===== config.mk =====
export PLATFORM = sky130hd
export DESIGN_NAME = shim_inserter
export DESIGN_NICKNAME = d
export VERILOG_FILES = /design/src/rtl/shim_pkg.sv /design/src/rtl/shim_ctrl.sv /design/src/rtl/shim_datapath.sv /design/src/rtl/shim_inserter.sv
export SDC_FILE = /design/constraint.sdc
export NUM_CORES = 1
export LEC_CHECK = 0
export BUFFER_PORTS_ARGS = -buffer_cell sky130_fd_sc_hd__buf_2
export CORE_UTILIZATION = 40
export CTS_CLUSTER_DIAMETER = 30
export DETAILED_ROUTE_END_ITERATION = 10
export SYNTH_ARGS = -nofsm -noshare
export SYNTH_HDL_FRONTEND = slang
export SYNTH_SLANG_ARGS = --single-unit

===== constraint.sdc =====
create_clock -name clk -period 5.2 [get_ports clk]
set_clock_uncertainty 0.1 [all_clocks]
set_input_delay 0.52 -clock clk [delete_from_list [all_inputs] [get_ports clk]]
set_output_delay 0.52 -clock clk [all_outputs]
set_load 0.005 [all_outputs]

===== src/rtl/shim_pkg.sv =====
package shim_pkg;
  localparam int BYTE_W = 8;

  typedef struct packed {
    logic [15:0] sliceId;
    logic [3:0]  codeOpt;
    logic [11:0] excBits;
    logic [31:0] resultIdx;
    logic [15:0] statsIdx;
    logic [15:0] innerOff;
    logic [15:0] frameLen;
    logic [15:0] frameStart;
  } annRec_t;

  localparam int FIELD_W = 16 + 4 + 12 + 32 + 16 + 16;

  typedef struct packed {
    logic capture;
    logic selShim;
  } dpCtl_t;
endpackage


===== src/rtl/shim_ctrl.sv =====
module shim_ctrl
  import shim_pkg::*;
#(
  parameter int HDR_BYTES  = 18,
  parameter int SHIM_BYTES = 16,
  localparam int DROP_BYTES = HDR_BYTES - SHIM_BYTES,
  localparam int CNT_W = $clog2(HDR_BYTES + 1),
  localparam int IDX_W = $clog2(SHIM_BYTES)
) (
  input  logic             clk,
  input  logic             rstN,
  input  logic             annValid,
  output logic             annReady,
  input  logic             inValid,
  input  logic             inLast,
  output logic             inReady,
  output logic             outValid,
  input  logic             outReady,
  output dpCtl_t           ctl,
  output logic [IDX_W-1:0] shimIdx
);
  logic [CNT_W-1:0] cnt;
  logic             haveAnn;
  logic             inDrop;
  logic             inShim;
  logic             inFire;
  logic [CNT_W-1:0] cntOff;

  assign inDrop   = cnt < CNT_W'(DROP_BYTES);
  assign inShim   = !inDrop && (cnt < CNT_W'(HDR_BYTES));
  assign annReady = !haveAnn;
  assign inReady  = haveAnn && (inDrop || outReady);
  assign outValid = haveAnn && inValid && !inDrop;
  assign inFire   = inValid && inReady;
  assign cntOff   = cnt - CNT_W'(DROP_BYTES);
  assign shimIdx  = cntOff[IDX_W-1:0];

  always_comb begin
    ctl.capture = annValid && !haveAnn;
    ctl.selShim = inShim;
  end

  always_ff @(posedge clk) begin
    if (!rstN) begin
      cnt     <= '0;
      haveAnn <= 1'b0;
    end else begin
      if (ctl.capture) haveAnn <= 1'b1;
      if (inFire) begin
        if (inLast) begin
          haveAnn <= 1'b0;
          cnt     <= '0;
        end else if (cnt < CNT_W'(HDR_BYTES)) begin
          cnt <= cnt + 1'b1;
        end
      end
    end
  end


  ann_hold_chk: assert property (@(posedge clk) disable iff (!rstN)
    (annValid && annReady) |=> !annReady);


  rearm_chk: assert property (@(posedge clk) disable iff (!rstN)
    (inValid && inReady && inLast) |=> annReady);


  no_ann_idle_chk: assert property (@(posedge clk) disable iff (!rstN)
    annReady |-> (!outValid && !inReady));


  stall_hold_chk: assert property (@(posedge clk) disable iff (!rstN)
    (outValid && !outReady) |-> !inReady);
endmodule


===== src/rtl/shim_datapath.sv =====
module shim_datapath
  import shim_pkg::*;
#(
  parameter int HDR_BYTES  = 18,
  parameter int SHIM_BYTES = 16,
  localparam int SHIM_W  = SHIM_BYTES * BYTE_W,
  localparam int PAD_W   = SHIM_W - FIELD_W,
  localparam int IDX_W   = $clog2(SHIM_BYTES),
  localparam int DELTA   = HDR_BYTES - SHIM_BYTES
) (
  input  logic              clk,
  input  logic              rstN,
  input  dpCtl_t            ctl,
  input  logic [IDX_W-1:0]  shimIdx,
  input  annRec_t           annIn,
  input  logic [BYTE_W-1:0] inData,
  output logic [BYTE_W-1:0] outData,
  output logic [15:0]       outLen,
  output logic [15:0]       outStart
);
  annRec_t           annReg;
  logic [SHIM_W-1:0] shimVec;
  logic [BYTE_W-1:0] shimBytes [SHIM_BYTES];

  always_ff @(posedge clk) begin
    if (!rstN) annReg <= '0;
    else if (ctl.capture) annReg <= annIn;
  end

  assign shimVec = {annReg.sliceId, annReg.codeOpt, annReg.excBits,
                    annReg.resultIdx, annReg.statsIdx, annReg.innerOff,
                    {PAD_W{1'b0}}};

  for (genvar g = 0; g < SHIM_BYTES; g++) begin : g_byte
    assign shimBytes[g] = shimVec[SHIM_W-1-BYTE_W*g -: BYTE_W];
  end

  assign outData  = ctl.selShim ? shimBytes[shimIdx] : inData;
  assign outLen   = annReg.frameLen - 16'(DELTA);
  assign outStart = annReg.frameStart + 16'(DELTA);


  len_load_chk: assert property (@(posedge clk) disable iff (!rstN)
    ctl.capture |=> (outLen == $past(annIn.frameLen) - 16'(DELTA)));


  len_hold_chk: assert property (@(posedge clk) disable iff (!rstN)
    !ctl.capture |=> ($stable(outLen) && $stable(outStart)));
endmodule


===== src/rtl/shim_inserter.sv =====
module shim_inserter
  import shim_pkg::*;
#(
  parameter int HDR_BYTES  = 18,
  parameter int SHIM_BYTES = 16,
  localparam int IDX_W = $clog2(SHIM_BYTES)
) (
  input  logic        clk,
  input  logic        rstN,
  input  logic        annValid,
  output logic        annReady,
  input  logic [15:0] annSliceId,
  input  logic [3:0]  annCodeOpt,
  input  logic [11:0] annExcBits,
  input  logic [31:0] annResultIdx,
  input  logic [15:0] annStatsIdx,
  input  logic [15:0] annInnerOff,
  input  logic [15:0] annFrameLen,
  input  logic [15:0] annFrameStart,
  input  logic        inValid,
  output logic        inReady,
  input  logic [7:0]  inData,
  input  logic        inLast,
  output logic        outValid,
  input  logic        outReady,
  output logic [7:0]  outData,
  output logic        outLast,
  output logic [15:0] outLen,
  output logic [15:0] outStart
);
  annRec_t          annIn;
  dpCtl_t           ctl;
  logic [IDX_W-1:0] shimIdx;

  assign annIn = '{sliceId: annSliceId, codeOpt: annCodeOpt, excBits: annExcBits,
                   resultIdx: annResultIdx, statsIdx: annStatsIdx,
                   innerOff: annInnerOff, frameLen: annFrameLen,
                   frameStart: annFrameStart};
  assign outLast = inLast;

  shim_ctrl #(.HDR_BYTES(HDR_BYTES), .SHIM_BYTES(SHIM_BYTES)) u_ctrl (
    .clk(clk), .rstN(rstN), .annValid(annValid), .annReady(annReady),
    .inValid(inValid), .inLast(inLast), .inReady(inReady),
    .outValid(outValid), .outReady(outReady), .ctl(ctl), .shimIdx(shimIdx));

  shim_datapath #(.HDR_BYTES(HDR_BYTES), .SHIM_BYTES(SHIM_BYTES)) u_dp (
    .clk(clk), .rstN(rstN), .ctl(ctl), .shimIdx(shimIdx), .annIn(annIn),
    .inData(inData), .outData(outData), .outLen(outLen), .outStart(outStart));
endmodule


# Word level (Yosys, flattened, before mapping)
# Cells that the tools add are included.
[op_classes]
add_sub_neg = 4
order_cmp = 3
mux = 9
n_bitwise = 1
n_reduce_logical = 11
[op_table]
columns = ["op", "count"]
rows = [
  ["$bmux W8 S4", 1],
  ["$mux W8", 3],
  ["$add A16 B2 Y16 const B", 1],
  ["$sub A16 B2 Y16 const B", 1],
  ["$mux W5", 2],
  ["$logic_and A1 B1 Y1", 6],
  ["$add A5 B1 Y5 const B", 1],
  ["$ge A5 B5 Y1 const B", 1],
  ["$lt A5 B2 Y1 const B", 1],
  ["$lt A5 B5 Y1 const B", 1],
  ["$not A4 Y5", 1],
  ["$sub A4 B2 Y4 const B", 1],
  ["$mux W1", 3],
  ["$logic_not A1 Y1", 2],
  ["$reduce_and A2 Y1", 1],
  ["$reduce_bool A2 Y1", 1],
  ["$logic_or A1 B1 Y1", 1],
]
[totals]
register_bits = 134
input_bits = 142
out_inout_bits = 44
wordCells = 38

# Logic depth before layout (Yosys ltp)
# Gate-level depths: netlist of run 1.
[logic_depth]
ltp_word = 6
depth_mapped = 9
depth_no_buf = 6

# Modules after synthesis
# A second synthesis of run 1 with hierarchy kept.
[hier_totals]
cells_unflattened = 634
hier_area_um2 = 6572.6
[by_module_without_submodules]
columns = ["module", "n_inst", "cells_each", "area_each_um2", "seq_area_each_um2"]
rows = [
  ["shim_datapath", 1, 574, 6124.6, 2562.5],
  ["shim_ctrl", 1, 59, 440.4, 120.1],
  ["shim_inserter", 1, 1, 7.5, 0.0],
]

# Worst setup path after synthesis of run 1
# Ideal clock, no wire load.
[synth_timing]
path_kind = "register to output"
startpoint = "register u_ctrl.cnt[1]"
endpoint = "output port outData[6]"
arrival_ns = 2.090
required_time_ns = 4.580
path_slack_ns = 2.490
stages_incl_launch_ff = 10
n_path_buf = 3
cell_sequence = "dfxtp_1 buf_2 buf_2 inv_1 ha_1 buf_2 and4b_1 a221oi_1 a22oi_1 a21o_1"
[synth_between]
elab_chain_len = 6
word_cells_on_any_way = 10
cone_classes = "add/sub: 1; order compare: 2; mux: 4; bitwise: 1; reduce/logical: 2"
[synth_lines]
columns = ["item", "line", "source"]
rows = [
  ["start, declared", "shim_ctrl.sv:22", "logic [CNT_W-1:0] cnt;"],
  ["start signal, assigned", "shim_ctrl.sv:54", "cnt <= cnt + 1'b1;"],
  ["$sub A4 B2 Y4", "shim_ctrl.sv:35", "assign cntOff = cnt - CNT_W'(DROP_BYTES);"],
  ["$not A4 Y5 (not written as such)", "shim_datapath.sv:38", "assign outData = ctl.selShim ? shimBytes[shimIdx] : inData;"],
  ["$bmux W8 S4", "shim_datapath.sv:38", ""],
  ["$mux W8 (not written as such) (2 in series)", "shim_datapath.sv:38", ""],
  ["$mux W8 (*)", "shim_datapath.sv:38", ""],
  ["end, declared", "shim_inserter.sv:26", "output logic [7:0] outData,"],
]
# Every way passes the cells marked *; elsewhere a longest branch is shown, timed or not. The select of a mux whose other input is x is not followed.

# Final worst setup path of run 1
[layout_timing]
startpoint = "register u_ctrl.cnt[2]"
endpoint = "output port outData[2]"
# Same word-level chain as after synthesis.

==> metrics.log, run 1 <==
INFO  metric core_area = between 0.015 and 0.02 sq mm
INFO  metric async_reset_ff_share = 0%
INFO  metric pin_count_of_the_biggest_net_entering_global_routing = 80
INFO  metric design.final.nets = 1,103
INFO  metric total_non_filler_cell_area_in_the_finished_layout = 0.00828 sq mm
INFO  metric number_of_global_route_vias_before_repair = 5,720
INFO  metric rsz0062_at_grt = false
INFO  metric crit_family = simple AND/OR/NAND/NOR gates
INFO  metric setup_violations_final = 0
INFO  metric crit_path_top_delay_cell = sky130_fd_sc_hd__nor4bb_1
INFO  metric worst_slack = roughly 1.2 ns
INFO  metric pwr_density_cell = 324 mW/mm^2
INFO  metric synth.ff_latch_count = roughly 130
INFO  metric die_ht = around 130 microns
INFO  metric grt_first_pass_wirelength = 28,800 microns
INFO  metric via_count = between 5,000 and 6,000
INFO  metric initial_core_util = 41.5%
INFO  metric cts_hold_repair.buffers = 0
INFO  metric dpl.hpwl = 12,700 microns
INFO  metric type_of_destination_of_the_critical_path = primary output
INFO  metric ir_worst_vdd = 229 uV
INFO  metric cts_num_sinks = 134
INFO  metric post_synth.cell_area_avg = 8.29 sq um
INFO  metric slew_headroom = 7.09%
INFO  metric insertion_delay = about 0.42 ns
INFO  metric row_count = 46
INFO  metric final-hold-violation-count = 0
INFO  metric run_status = complete, no violations
INFO  metric drtAntennaViolNets = 0
INFO  metric area_of_the_die = 0.0173 sq mm
INFO  metric worstPathRequired = 4.58 ns
INFO  metric combinational_family_with_the_most_area_after_synthesis = simple AND/OR/NAND/NOR gates
INFO  metric crit_chain = inv_1, ha_1, nor4bb_1, a22oi_1, a22oi_1, a21o_1, buf_2
INFO  metric drt_drc_violations_left = 0
INFO  metric report.final.slew_viol_count = 0
INFO  metric synthesized_area_fraction_occupied_by_adder_cells = less than 1%
INFO  metric globalRouteOverflowTotal = 0
INFO  metric grtUsageTotal = 20.9%
INFO  metric finalHoldWorstSlack = 0.239 ns
INFO  metric worstPathArrival = 3.35 ns
INFO  metric numPortBuffers = 185
INFO  metric die_w = 131 microns
INFO  metric standby_leakage_power = about 3.4 nW
INFO  metric ioPinCount = approximately 190
INFO  metric clk_path_buf_depth = 2
INFO  metric final_common_cell = sky130_fd_sc_hd__nand2_1
INFO  metric post_route_cells_drive_above_1_share = 26.2%
INFO  metric synth_simple_gate_area_share = 21.7%
INFO  metric max_cap_viol_count = 0
INFO  metric unique_cell_type_count_in_the_yosys_netlist = 58
INFO  metric postSynth.topFlopCell = sky130_fd_sc_hd__dfxtp_1
INFO  metric cp_max_fo = 13
INFO  metric placedInstanceArea = about 0.0077 sq mm
INFO  metric totalWireLength = about 18,000 microns
INFO  metric synthesis.instances = 807
INFO  metric synth_mux_area_share = 8.34%
INFO  metric antenna_diode_count = 0
INFO  metric fin_tns_setup = 0 ns
INFO  metric layout_common_cells = sky130_fd_sc_hd__nand2_1 (274), sky130_fd_sc_hd__buf_2 (184), sky130_fd_sc_hd__dfxtp_1 (133)
INFO  metric viasPerCell = 5.05
INFO  metric route.detailed.wl_per_inst = 15.2 microns
INFO  metric synth-warning-count = 0
INFO  metric htree_num_levels = 4
INFO  metric fin_crit = between 3 and 4 ns
INFO  metric yosysSeqAreaShare = 40.1%
INFO  metric cts.repair.resized = 0
INFO  metric first_iter_violations = 359
INFO  metric synth-compound-area-share = 21.0%
INFO  metric top_cell_by_count_worst_path = sky130_fd_sc_hd__a22oi_1
INFO  metric cts.reportedPaths.clkPinSlew = 0.06 ns
INFO  metric finalCritPeriodShare = approximately three quarters
INFO  metric synth-xor-area-share = 3.38%
INFO  metric pre_cts_slack = 1.72 ns
INFO  metric max_freq = 0.252 GHz
INFO  metric number_of_antenna_violations_at_the_first_check_in_global_routing = 0
INFO  metric worstSetupPathType = register to primary output
INFO  metric worstPathBufferInverterCount = 2
INFO  metric synthesis.area = 0.00669 sq mm
INFO  metric power = 2.69 mW
INFO  metric tritoncts = built
INFO  metric gp_congestion = 0.857
INFO  metric hp-class = input port to register
INFO  metric cp-start-kind = register
INFO  metric detail_route.first_pass.iterations = 4
INFO  metric clk_root_buffer_cell = sky130_fd_sc_hd__clkbuf_16
INFO  metric nets_in_the_synthesized_netlist = 954
INFO  metric flow.area_growth_from_synthesis = 23.7%
INFO  metric timing.critical_path.slowest_cell_delay = around 1.1 ns
INFO  metric synth_edf_count = 0
INFO  metric cts-buffers-inserted = 17
INFO  metric postCtsSetupBuffers = 0
INFO  metric worstMarginPinSlew = 1.37 ns
## routing by layer
metal	track usage [%]	routed length, microns
met2	33.1	8140
met4	8.01	323
met1	28.0	8670
met5	0	0
met3	4.05	821
## cell type report
type,count,area (sq um)
Sequential cell,134,2680
Multi-Input combinational cell,602,3720
Fill cell,1651,7840
Inverter,11,41.3
Clock inverter,12,151
Clock buffer,20,447
Timing Repair Buffer,190,966
Tap cell,216,270
## flip-flops by register name (all words and copies together), names as in the netlist
name	flops
u_dp.annReg	128
u_ctrl.cnt	5
u_ctrl.haveAnn	1
## final timing paths
kind / from / to / slack, ns / cells after the start
setup / recovery: u_ctrl.cnt[2] / outData[2] / 1.23 / 7
hold / removal: annResultIdx[25] / u_dp.annReg[89] / 0.24 / 3
setup reg to reg: u_ctrl.haveAnn / u_dp.annReg[73] / 2.95 / 5
hold reg to reg: u_dp.annReg[90] / u_dp.annReg[90] / 0.36 / 2
## cell usage after synthesis, types with 6 or more instances
cell type                  instances  area [sq um]
sky130_fd_sc_hd__a21boi_0        130           976
sky130_fd_sc_hd__a21o_1            6          45.0
sky130_fd_sc_hd__a21oi_1           8          40.0
sky130_fd_sc_hd__a221oi_1         12           105
sky130_fd_sc_hd__a22oi_1          12          90.1
sky130_fd_sc_hd__buf_2            11          55.1
sky130_fd_sc_hd__clkbuf_1         42           158
sky130_fd_sc_hd__dfxtp_1         134          2680
sky130_fd_sc_hd__inv_1            11          41.3
sky130_fd_sc_hd__mux2_2           14           158
sky130_fd_sc_hd__mux2i_1          22           220
sky130_fd_sc_hd__mux4_2            8           180
sky130_fd_sc_hd__nand2_1         275          1030
sky130_fd_sc_hd__nand3_1           8          40.0
sky130_fd_sc_hd__nor2_1           16          60.1
sky130_fd_sc_hd__xnor2_1          12           105
sky130_fd_sc_hd__xor2_1           12           105
## through the flow
step,cells,util (%)
after floorplan,807,-
after global placement,1153,47.7
after detailed placement,1153,47.7
after CTS,1185,51.4
after global routing,1185,51.4
final,1185,51.4
## tightest hold or removal path, cell delays in order
cell	delay (ns)
sky130_fd_sc_hd__buf_2	0.10
sky130_fd_sc_hd__nand2_1	0.04
sky130_fd_sc_hd__a21boi_0	0.06
## power by group
part	total [mW]	leakage, nW	switching (mW)	internal, mW
clock	1.22	0.290	0.451	0.765
combinational	0.335	2.01	0.173	0.162
sequential	1.13	1.10	0.0477	1.09
total	2.69	3.40	0.672	2.01
## kinds of logic after synthesis
kind of cell / count (synthesis)
AO/OA/AOI/OAI: 190
adder cells (fa/ha/maj): 5
XOR/XNOR: 25
multiplexers: 44
AND/OR/NAND/NOR: 338
buffers and inverters: 71
flip-flops: 134
(Power assumes the default switching activity.)
==> run 2, diff against run 1 <==
--- a/config.mk
+++ b/config.mk
@@ -9,6 +9,7 @@
 export CORE_UTILIZATION = 40
 export CTS_CLUSTER_DIAMETER = 30
 export DETAILED_ROUTE_END_ITERATION = 10
+export PLACE_DENSITY = 0.66
 export SYNTH_ARGS = -nofsm -noshare
 export SYNTH_HDL_FRONTEND = slang
 export SYNTH_SLANG_ARGS = --single-unit
==> constraint.sdc (replaced) <==
create_clock -name clk -period 3.5 [get_ports clk]
set_clock_uncertainty 0.1 [all_clocks]
set_input_delay 0.35 -clock clk [delete_from_list [all_inputs] [get_ports clk]]
set_output_delay 0.35 -clock clk [all_outputs]
set_load 0.005 [all_outputs]
==> metrics.log, run 2 (synthesized netlist as in run 1, its figures left out) <==
INFO  metric standby_leakage_power = 3.41 nW (+0.16%)
INFO  metric die_w = 131 microns (unchanged)
INFO  metric final_cell_count_no_fill = 1,188 (+0.25%)
INFO  metric die_ht = 131 microns (unchanged)
INFO  metric max_cap_viol_count = 0 (unchanged)
INFO  metric route.detailed.wl_per_inst = 14.5 microns (-4.0%)
INFO  metric first_iter_violations = 301 (-16%)
INFO  metric type_of_destination_of_the_critical_path = primary output
INFO  metric area_of_the_die = 0.0173 sq mm (unchanged)
INFO  metric post_route_cells_drive_above_1_share = 26.2% (-0.027 points)
INFO  metric cts.repair.resized = 1 (+1)
INFO  metric viasPerCell = 5.04 (-0.25%)
INFO  metric ioPinCount = 186 (unchanged)
INFO  metric seq_power_share = 44.2% (+2.0 points)
INFO  metric worstSetupPathType = register to primary output
INFO  metric worst_slack = 0.389 ns (-0.838 ns)
INFO  metric number_of_antenna_violations_at_the_first_check_in_global_routing = 2 (+2)
INFO  metric switchingPower = 0.930 mW (+38%)
INFO  metric clk_root_buffer_cell = sky130_fd_sc_hd__clkbuf_16
INFO  metric number_of_global_route_vias_before_repair = 5,679 (-0.72%)
INFO  metric layout_common_cells = sky130_fd_sc_hd__nand2_1 (274), sky130_fd_sc_hd__buf_2 (184), sky130_fd_sc_hd__dfxtp_1 (133)
INFO  metric largest_reg_flops = 128 (unchanged)
INFO  metric cts_num_sinks = 134 (unchanged)
INFO  metric dpl.hpwl = 12,400 microns (-2.2%)
INFO  metric insertion_delay = 0.41 ns (about the same)
INFO  metric rsz0062_at_grt = false
INFO  metric setup_violations_final = 0 (unchanged)
INFO  metric worstPathRequired = 3.05 ns (-1.53 ns)
INFO  metric run_status = complete, no violations
INFO  metric final_common_cell = sky130_fd_sc_hd__nand2_1
INFO  metric critical_path.reg2reg.startpoint = u_ctrl.cnt[2]
INFO  metric pwr_density_cell = 460 mW/mm^2 (+42%)
INFO  metric fin_crit = 3.11 ns
INFO  metric pre_cts_slack = 0.451 ns (-1.26 ns)
INFO  metric ir_worst_vdd = 337 uV (+47%)
INFO  metric reg_top3 = u_dp.annReg: 128 flops, u_ctrl.cnt: 5 flops, u_ctrl.haveAnn: 1 flops
INFO  metric hp-class = input port to register
INFO  metric p_comb_share = 13.3% (+0.8 points)
INFO  metric initial_core_util = 41.5% (unchanged)
INFO  metric totalWireLength = 17,300 microns (-3.8%)
INFO  metric detail_route.first_pass.iterations = 5 (+1)
INFO  metric internal_power_component = 2.88 mW (+43%)
INFO  metric grtUsageTotal = 20.6% (-0.29 points)
INFO  metric drt_drc_violations_left = 0 (unchanged)
INFO  metric max_freq = 0.321 GHz
INFO  metric cts_hold_repair.buffers = 0 (unchanged)
INFO  metric row_count = 46 (unchanged)
INFO  metric cts.reportedPaths.clkPinSlew = 0.06 ns (about the same)
INFO  metric final-hold-violation-count = 0 (unchanged)
INFO  metric report.final.slew_viol_count = 0 (unchanged)
INFO  metric core_area = 0.0161 sq mm (unchanged)
INFO  metric via_count = 5,983 (unchanged)
INFO  metric grt_first_pass_wirelength = 28,300 microns (-1.7%)
INFO  metric netSwitchingFraction = 24.4% (-0.59 points)
INFO  metric share_clk_of_total_power = 42.5% (-2.8 points)
INFO  metric finalHoldWorstSlack = 0.0697 ns (-0.169 ns)
INFO  metric numPortBuffers = 185 (unchanged)
INFO  metric slew_headroom = 45.0% (+38 points)
INFO  metric design.final.nets = 1,107 (+0.36%)
INFO  metric worstPathArrival = 2.66 ns (-0.69 ns)
INFO  metric cts-buffers-inserted = 17 (unchanged)
INFO  metric critPathLaunch = u_ctrl.cnt[2]
INFO  metric pin_count_of_the_biggest_net_entering_global_routing = 129 (+61%)
INFO  metric postCtsSetupBuffers = 0 (unchanged)
INFO  metric largest-register = u_dp.annReg
INFO  metric dp_cells = 1,157 (+0.35%)
INFO  metric gp_congestion = 0.846 (-1.3%)
INFO  metric total_non_filler_cell_area_in_the_finished_layout = 0.00828 sq mm (unchanged)
INFO  metric tritoncts = built
INFO  metric htree_num_levels = 4 (unchanged)
INFO  metric drtAntennaViolNets = 0 (unchanged)
INFO  metric clk_path_buf_depth = 2 (unchanged)
INFO  metric fin_tns_setup = 0 ns (unchanged)
INFO  metric flow.area_growth_from_synthesis = 23.7% (unchanged)
INFO  metric cp-start-kind = register
INFO  metric placedInstanceArea = 0.00774 sq mm (+0.72%)
INFO  metric finalCritPeriodShare = 88.9%
INFO  metric cp_max_fo = 9 (-4)
INFO  metric globalRouteOverflowTotal = 0 (unchanged)
INFO  metric startpoint_of_the_lowest_slack_hold_path = annExcBits[6]
INFO  metric worstMarginPinSlew = 0.813 ns (-0.562 ns)
run 2: cell count changes in the layout (fill, tap and decap cells not counted), sizes merged:
cell,previous run,this run
inv,12,11
diode,0,2
clkbuf,20,24
buf,190,194
clkinv,6,4
clkinvlp,2,0
bufinv,3,1
run 2: power groups by stage:
stage	Sequential [mW]	Combinational (mW)	Clock, mW
6_report	1.68	0.507	1.62
5_1_grt	1.69	0.571	1.73
4_1_cts	1.68	0.514	1.66
3_5_place_dp	1.71	0.512	0
3_3_place_gp	1.71	0.509	0
2_1_floorplan	1.69	0.314	0
run 2: layout make-up:
| type | instances | area [sq um] |
|---|---|---|
| clock buffers | 24 | 482 |
| well taps | 216 | 270 |
| flip-flops and latches | 134 | 2680 |
| multi-input cells | 602 | 3730 |
| diodes | 2 | 5.00 |
| repair buffers | 194 | 1020 |
| inverters | 11 | 41.3 |
| clock inverters | 5 | 50.0 |
| fillers | 1574 | 7840 |
run 2: stage by stage:
step           power (mW)  utilization (%)
2_1_floorplan        2.01                -
3_3_place_gp         2.22             48.0
3_5_place_dp         2.23             48.0
4_1_cts              3.85             51.3
5_1_grt              3.99             51.4
6_report             3.81             51.4
run 2: routing by layer:
layer  track usage, %  wire length, microns
met2             32.7                  8110
met3             5.29                  1010
met5                0                     0
met1             26.9                  7960
met4             7.43                   192
run 2: worst paths after layout:
check        depth (start not counted)  slack [ns]               end
max reg2reg                          6        1.30     u_ctrl.cnt[1]
min                                  3        0.07  u_dp.annReg[102]
min reg2reg                          2        0.36   u_dp.annReg[47]
max                                  7        0.39        outData[6]
run 2: critical path: stages, from the launching register on:
cell	delay, ns
sky130_fd_sc_hd__dfxtp_1	0.33
sky130_fd_sc_hd__inv_1	0.08
sky130_fd_sc_hd__ha_1	0.26
sky130_fd_sc_hd__nor4bb_2	0.78
sky130_fd_sc_hd__a22oi_1	0.19
sky130_fd_sc_hd__a22oi_1	0.35
sky130_fd_sc_hd__a21o_1	0.15
sky130_fd_sc_hd__buf_2	0.11
